$ cat src/rtl/gpio_ovr_pkg.sv
package gpio_ovr_pkg;
  typedef enum logic [1:0] {
    REG_PIN  = 2'd0,
    REG_LAT  = 2'd1,
    REG_DIR  = 2'd2,
    REG_NONE = 2'd3
  } reg_sel_e;
endpackage

$ cat src/rtl/gpio_ovr_sync.sv
module gpio_ovr_sync #(
  parameter int W      = 8,
  parameter int STAGES = 2
) (
  input  logic         clk,
  input  logic         rst_n,
  input  logic [W-1:0] raw_in,
  output logic [W-1:0] sync_out
);
  localparam int LAST = STAGES - 1;

  logic [W-1:0] chain [STAGES];

  always_ff @(posedge clk or negedge rst_n) begin
    if (!rst_n) chain[0] <= '0;
    else        chain[0] <= raw_in;
  end

  for (genvar s = 1; s < STAGES; s++) begin : g_stage
    always_ff @(posedge clk or negedge rst_n) begin
      if (!rst_n) chain[s] <= '0;
      else        chain[s] <= chain[s-1];
    end
  end

  assign sync_out = chain[LAST];
endmodule

$ cat src/rtl/gpio_ovr_regs.sv
module gpio_ovr_regs
  import gpio_ovr_pkg::*;
#(
  parameter int W = 8
) (
  input  logic         clk,
  input  logic         rst_n,
  input  logic         wr_en,
  input  logic [1:0]   addr,
  input  logic [W-1:0] wdata,
  input  logic [W-1:0] pin_sync,
  output logic [W-1:0] rdata,
  output logic [W-1:0] lat_q,
  output logic [W-1:0] dir_q
);
  reg_sel_e sel;
  logic     lat_we;
  logic     dir_we;

  assign sel    = reg_sel_e'(addr);
  assign lat_we = wr_en && (sel == REG_PIN || sel == REG_LAT);
  assign dir_we = wr_en && (sel == REG_DIR);

  always_ff @(posedge clk or negedge rst_n) begin
    if (!rst_n)      lat_q <= '0;
    else if (lat_we) lat_q <= wdata;
  end

  always_ff @(posedge clk or negedge rst_n) begin
    if (!rst_n)      dir_q <= '1;
    else if (dir_we) dir_q <= wdata;
  end

  always_comb begin
    unique case (sel)
      REG_PIN: rdata = pin_sync;
      REG_LAT: rdata = lat_q;
      REG_DIR: rdata = dir_q;
      default: rdata = '0;
    endcase
  end
endmodule

$ cat src/rtl/gpio_ovr_pinmux.sv
module gpio_ovr_pinmux #(
  parameter int W = 8
) (
  input  logic [W-1:0] lat_q,
  input  logic [W-1:0] dir_q,
  input  logic [W-1:0] sel,
  input  logic [W-1:0] force_out,
  input  logic [W-1:0] force_in,
  input  logic [W-1:0] prf_data,
  output logic [W-1:0] out_val,
  output logic [W-1:0] out_en
);
  for (genvar i = 0; i < W; i++) begin : g_pin
    logic take_out;
    logic take_in;
    assign take_out = sel[i] & force_out[i];
    assign take_in  = sel[i] & force_in[i] & ~force_out[i];
    always_comb begin
      if (take_out)     out_en[i] = 1'b1;
      else if (take_in) out_en[i] = 1'b0;
      else              out_en[i] = ~dir_q[i];
    end
    assign out_val[i] = sel[i] ? prf_data[i] : lat_q[i];
  end
endmodule

$ cat src/rtl/gpio_port_ovr.sv
module gpio_port_ovr #(
  parameter int W           = 8,
  parameter int SYNC_STAGES = 2
) (
  input  logic         clk,
  input  logic         rst_n,
  input  logic         bus_wr,
  input  logic [1:0]   bus_addr,
  input  logic [W-1:0] bus_wdata,
  output logic [W-1:0] bus_rdata,
  input  logic [W-1:0] pad_in,
  output logic [W-1:0] pad_out,
  output logic [W-1:0] pad_oe,
  input  logic [W-1:0] prf_sel,
  input  logic [W-1:0] prf_force_out,
  input  logic [W-1:0] prf_force_in,
  input  logic [W-1:0] prf_dout,
  output logic [W-1:0] prf_din
);
  logic [W-1:0] pin_sync;
  logic [W-1:0] lat_q;
  logic [W-1:0] dir_q;

  gpio_ovr_sync #(.W(W), .STAGES(SYNC_STAGES)) u_sync (
    .clk      (clk),
    .rst_n    (rst_n),
    .raw_in   (pad_in),
    .sync_out (pin_sync)
  );

  gpio_ovr_regs #(.W(W)) u_regs (
    .clk      (clk),
    .rst_n    (rst_n),
    .wr_en    (bus_wr),
    .addr     (bus_addr),
    .wdata    (bus_wdata),
    .pin_sync (pin_sync),
    .rdata    (bus_rdata),
    .lat_q    (lat_q),
    .dir_q    (dir_q)
  );

  gpio_ovr_pinmux #(.W(W)) u_mux (
    .lat_q     (lat_q),
    .dir_q     (dir_q),
    .sel       (prf_sel),
    .force_out (prf_force_out),
    .force_in  (prf_force_in),
    .prf_data  (prf_dout),
    .out_val   (pad_out),
    .out_en    (pad_oe)
  );

  assign prf_din = pin_sync;
endmodule

$ cat config.mk
export PLATFORM = sky130hd
export DESIGN_NAME = gpio_port_ovr
export DESIGN_NICKNAME = d
export VERILOG_FILES = /design/src/rtl/gpio_ovr_pkg.sv /design/src/rtl/gpio_ovr_sync.sv /design/src/rtl/gpio_ovr_regs.sv /design/src/rtl/gpio_ovr_pinmux.sv /design/src/rtl/gpio_port_ovr.sv
export SDC_FILE = /design/constraint.sdc
export NUM_CORES = 1
export LEC_CHECK = 0
export BUFFER_PORTS_ARGS = -buffer_cell sky130_fd_sc_hd__buf_2
export CORE_UTILIZATION = 48
export CTS_BUF_LIST = sky130_fd_sc_hd__clkbuf_4 sky130_fd_sc_hd__clkbuf_8
export CTS_CLUSTER_SIZE = 30
export DETAILED_ROUTE_END_ITERATION = 8
export PLACE_DENSITY = 0.86
export SYNTH_ARGS = -nofsm -noshare
export SYNTH_HDL_FRONTEND = slang
export SYNTH_SLANG_ARGS = --single-unit
export TNS_END_PERCENT = 100
$ cat constraint.sdc
create_clock -name clk -period 2.28 [get_ports clk]
set_input_delay 0.114 -clock clk [delete_from_list [all_inputs] [get_ports clk]]
set_output_delay 0.114 -clock clk [all_outputs]
set_load 0.05 [all_outputs]
==> run summary <==
The flow ran to the end, but the final reports show violations. The final reports fail on design-rule violations. The internal power contribution came out at about 0.001 W. The number of core rows came out at 19. The number of input and output port buffers inserted came out at 84. Yosys attributes the largest share of cell area to sky130_fd_sc_hd__dfrtp_1, sky130_fd_sc_hd__mux2_2, sky130_fd_sc_hd__dfstp_2, sky130_fd_sc_hd__mux2i_1, sky130_fd_sc_hd__o2bb2ai_1.

The minimum clock period after layout came out at 1590 ps. For the final routed database, the setup TNS stands at 0 ps. The post-route cell area is 1990 sq um. The min-delay analysis places its worst path in the category in2reg. After synthesis, the largest area contributor takes up 41.5% of total cell area. The width of the die is roughly 57 um. CTS saw 32 sinks. The via count of the first global-routing pass is 1218.

In this run the post-CTS setup repair buffer count came out at 0. The biggest fanout along the worst timing path is 10. In the layout the commonest cells are sky130_fd_sc_hd__buf_2, sky130_fd_sc_hd__mux2_2, sky130_fd_sc_hd__dfrtp_1. The average wire per standard cell is between 10 and 15 um.

The flop-to-flop setup slack came out at 1490 ps. In this run the vertical extent of the chip is 56.9 um. Across the VDD grid, the largest voltage drop is 0.472 mV. The pre-CTS setup slack is 686 ps.

TritonCTS built the clock tree. The reported leakage power came out at 1.02 nW. Between clock sinks in the finished design, the worst skew comes to around 14 ps. Summing over every cut layer, the via total after detailed routing is 1160. The number of antenna-violating nets in the routed design came out at 0.

Clock-pin slew was measured on the worst setup and hold paths at 100 ps. The sequential fraction of the synthesis area came out at between 50% and 60%. The library cell used most frequently in the layout, excluding fill and tap cells, is sky130_fd_sc_hd__buf_2. The half-perimeter wire length after placement is 2470 um. The number of warnings printed during yosys synthesis is 0. The critical path in this run is classified as in2out. The CTS H-tree depth came out at 2. The overall overflow remaining after global route is 0. The area added between synthesis and finish came out at 37.4%.

Setup violations remaining at the end of the flow were counted as 0. The global router's overall resource usage is 22.2%. The initial detailed-routing violation count is 19. The kind of end point of the critical path is an output pin.

The average size of a mapped cell is between 10 and 15 sq um. The length of the first detailed-routing pass in iterations came out at 6. The critical path data required time is 2170 ps. The number of distinct standard cells referenced by the synthesized netlist is 11. The count of instances resized after the clock tree is built came out at 0.

The count of filler cells inserted in the layout is between 150 and 200. The wire length of the first global-routing pass came out at 5310 um. The number of top-level design ports came out at 85.

The final layout contains roughly 250 nets. The total wire length came out at 3350 um. For this design, the CTS-stage hold fixing added 9 buffers. When the netlist entered floorplanning its net count stood at 156. CTS placed an instance of sky130_fd_sc_hd__clkbuf_4 at the clock tree root. The switching power of the nets came out at 0.000572 W. The transition time at the pin with the least slew margin is 742 ps. The number of buffers added by the clock tree synthesis step came out at 5.

Once the floorplan was initialized, standard cells occupied 51.6% of the core. Cells fill 70.8% of the core in the end. Timing would allow up to 629 MHz. The antenna diode count came out at 0. The synthesized netlist cell count is 103. The cell type contributing the most total cell area after synthesis is sky130_fd_sc_hd__dfrtp_1. The final clock period utilization by the worst path came out at 69.7%. The die covers 3240 sq um. The initial antenna violation count is 0.

Of the total power, the clock network draws 22.7%. The number of hold-slack violations in the final timing report is 0. The core region area came out at 2810 sq um. The headroom to the max-slew limit is 50.4%. Data on the critical path arrives at its endpoint at 1480 ps.

The number of slew-limit violations in the final report came to 0. The worst path meets setup with 691 ps of slack. The flip-flop and latch count after synthesis came out at 32. The area of placed instances is between 1500 and 2000 sq um. The worst setup path is launched from a primary input. The power per unit of standard cell area came out at 794 nW/um^2. The sequential cell fraction of total power came out at 44.0%.

After detailed routing, the number of vias per cell comes to around 5.2. Setup repair after global routing left no endpoint under its margin. The pin count of the biggest net entering global routing came out at 33. The cell area that synthesis handed to floorplanning was about 1400 sq um.

The final weighted congestion in routability-driven placement came out at slightly below 0.7. The tool flagged a number of max-cap violations equal to 0. Net switching is approximately 36% of the power. For the worst-skew pair, the clock arrives at the later sink with an insertion delay of 330 ps. The largest buffer count on any clock path is 2.

After detailed routing, the number of remaining DRC violations is 8. Of the cells placed in the final design, the portion with a size suffix greater than 1 is 65.3%. The fraction of power consumed by combinational cells is 33.4%.
-- synth_stat cells, drive strengths merged --
master   count
dfrtp       24
a21o         8
nor2b        2
mux2i        8
a21oi        8
o2bb2ai      8
dfstp        8
mux2        24
buf         12
nand3b       1
-- area by class of cell --
cell class | count | area (sq um) | area share [%]
well taps | 31 | 38.8 | 1.95
clock buffers | 8 | 66.3 | 3.34
flip-flops and latches | 32 | 811 | 40.8
repair buffers | 94 | 518 | 26.1
multi-input cells | 59 | 553 | 27.8
-- per-layer routing --
layer | global-route usage (%) | wire length (um) | vias up
li1 | - | - | 550
met1 | 23.2 | 1220 | 547
met2 | 39.5 | 1810 | 53
met3 | 6.91 | 236 | 10
met4 | 11.1 | 72 | 0
met5 | 0 | 0 | -
-- final timing paths --
path | from | to | cells after the start
max reg2reg | u_regs.lat_q[4]$_DFFE_PN0P_ | u_regs.lat_q[4]$_DFFE_PN0P_ | 1
min | bus_wdata[7] | u_regs.dir_q[7]$_DFFE_PN1P_ | 2
max in group asynchronous | rst_n | u_sync.sync_out[2]$_DFF_PN0_ | 2
min in group asynchronous | rst_n | u_sync.chain[15]$_DFF_PN0_ | 2
max | bus_addr[0] | bus_rdata[2] | 4
min reg2reg | u_sync.chain[14]$_DFF_PN0_ | u_sync.sync_out[6]$_DFF_PN0_ | 0
-- power by group through the flow --
| stage | registers, W | logic (W) | clock network (W) |
|---|---|---|---|
| floorplan | 0.000689 | 0.000394 | 0 |
| global placement | 0.000698 | 0.000501 | 0 |
| detailed placement | 0.000704 | 0.000514 | 0 |
| CTS | 0.000694 | 0.000528 | 0.000369 |
| global route | 0.000702 | 0.000554 | 0.000386 |
| finish | 0.000693 | 0.000526 | 0.000357 |
-- worst max-delay path, cell delays in order --
cell and delay (ps):
sky130_fd_sc_hd__buf_2 220, sky130_fd_sc_hd__nor2b_1 640, sky130_fd_sc_hd__o2bb2ai_1 200, sky130_fd_sc_hd__buf_2 290
-- state kept, by name, indices dropped and copies added (netlist names) --
register,count
u_regs.dir_q,8
u_sync.chain,8
u_sync.sync_out,8
u_regs.lat_q,8
-- through the flow --
step	total power [W]	hold slack (ps)	cells
after floorplan	0.00108	-182	103
after global placement	0.00120	174	207
after detailed placement	0.00122	191	207
after CTS	0.00159	17.3	224
after global routing	0.00164	20.4	224
final	0.00158	29.5	224
-- kinds of logic (layout without fill, tap and decap cells) --
kind of cell / after synthesis / after routing / share of synthesized area, %
AOI/OAI and AO/OA: 24 / 24 / 11.8
buffers and inverters: 12 / 102 / 5.71
muxes: 32 / 32 / 24.2
and+or+nand+nor: 3 / 3 / 2.25
DFF: 32 / 32 / 56.1
No activity file was read; power rests on OpenSTA's default activity.
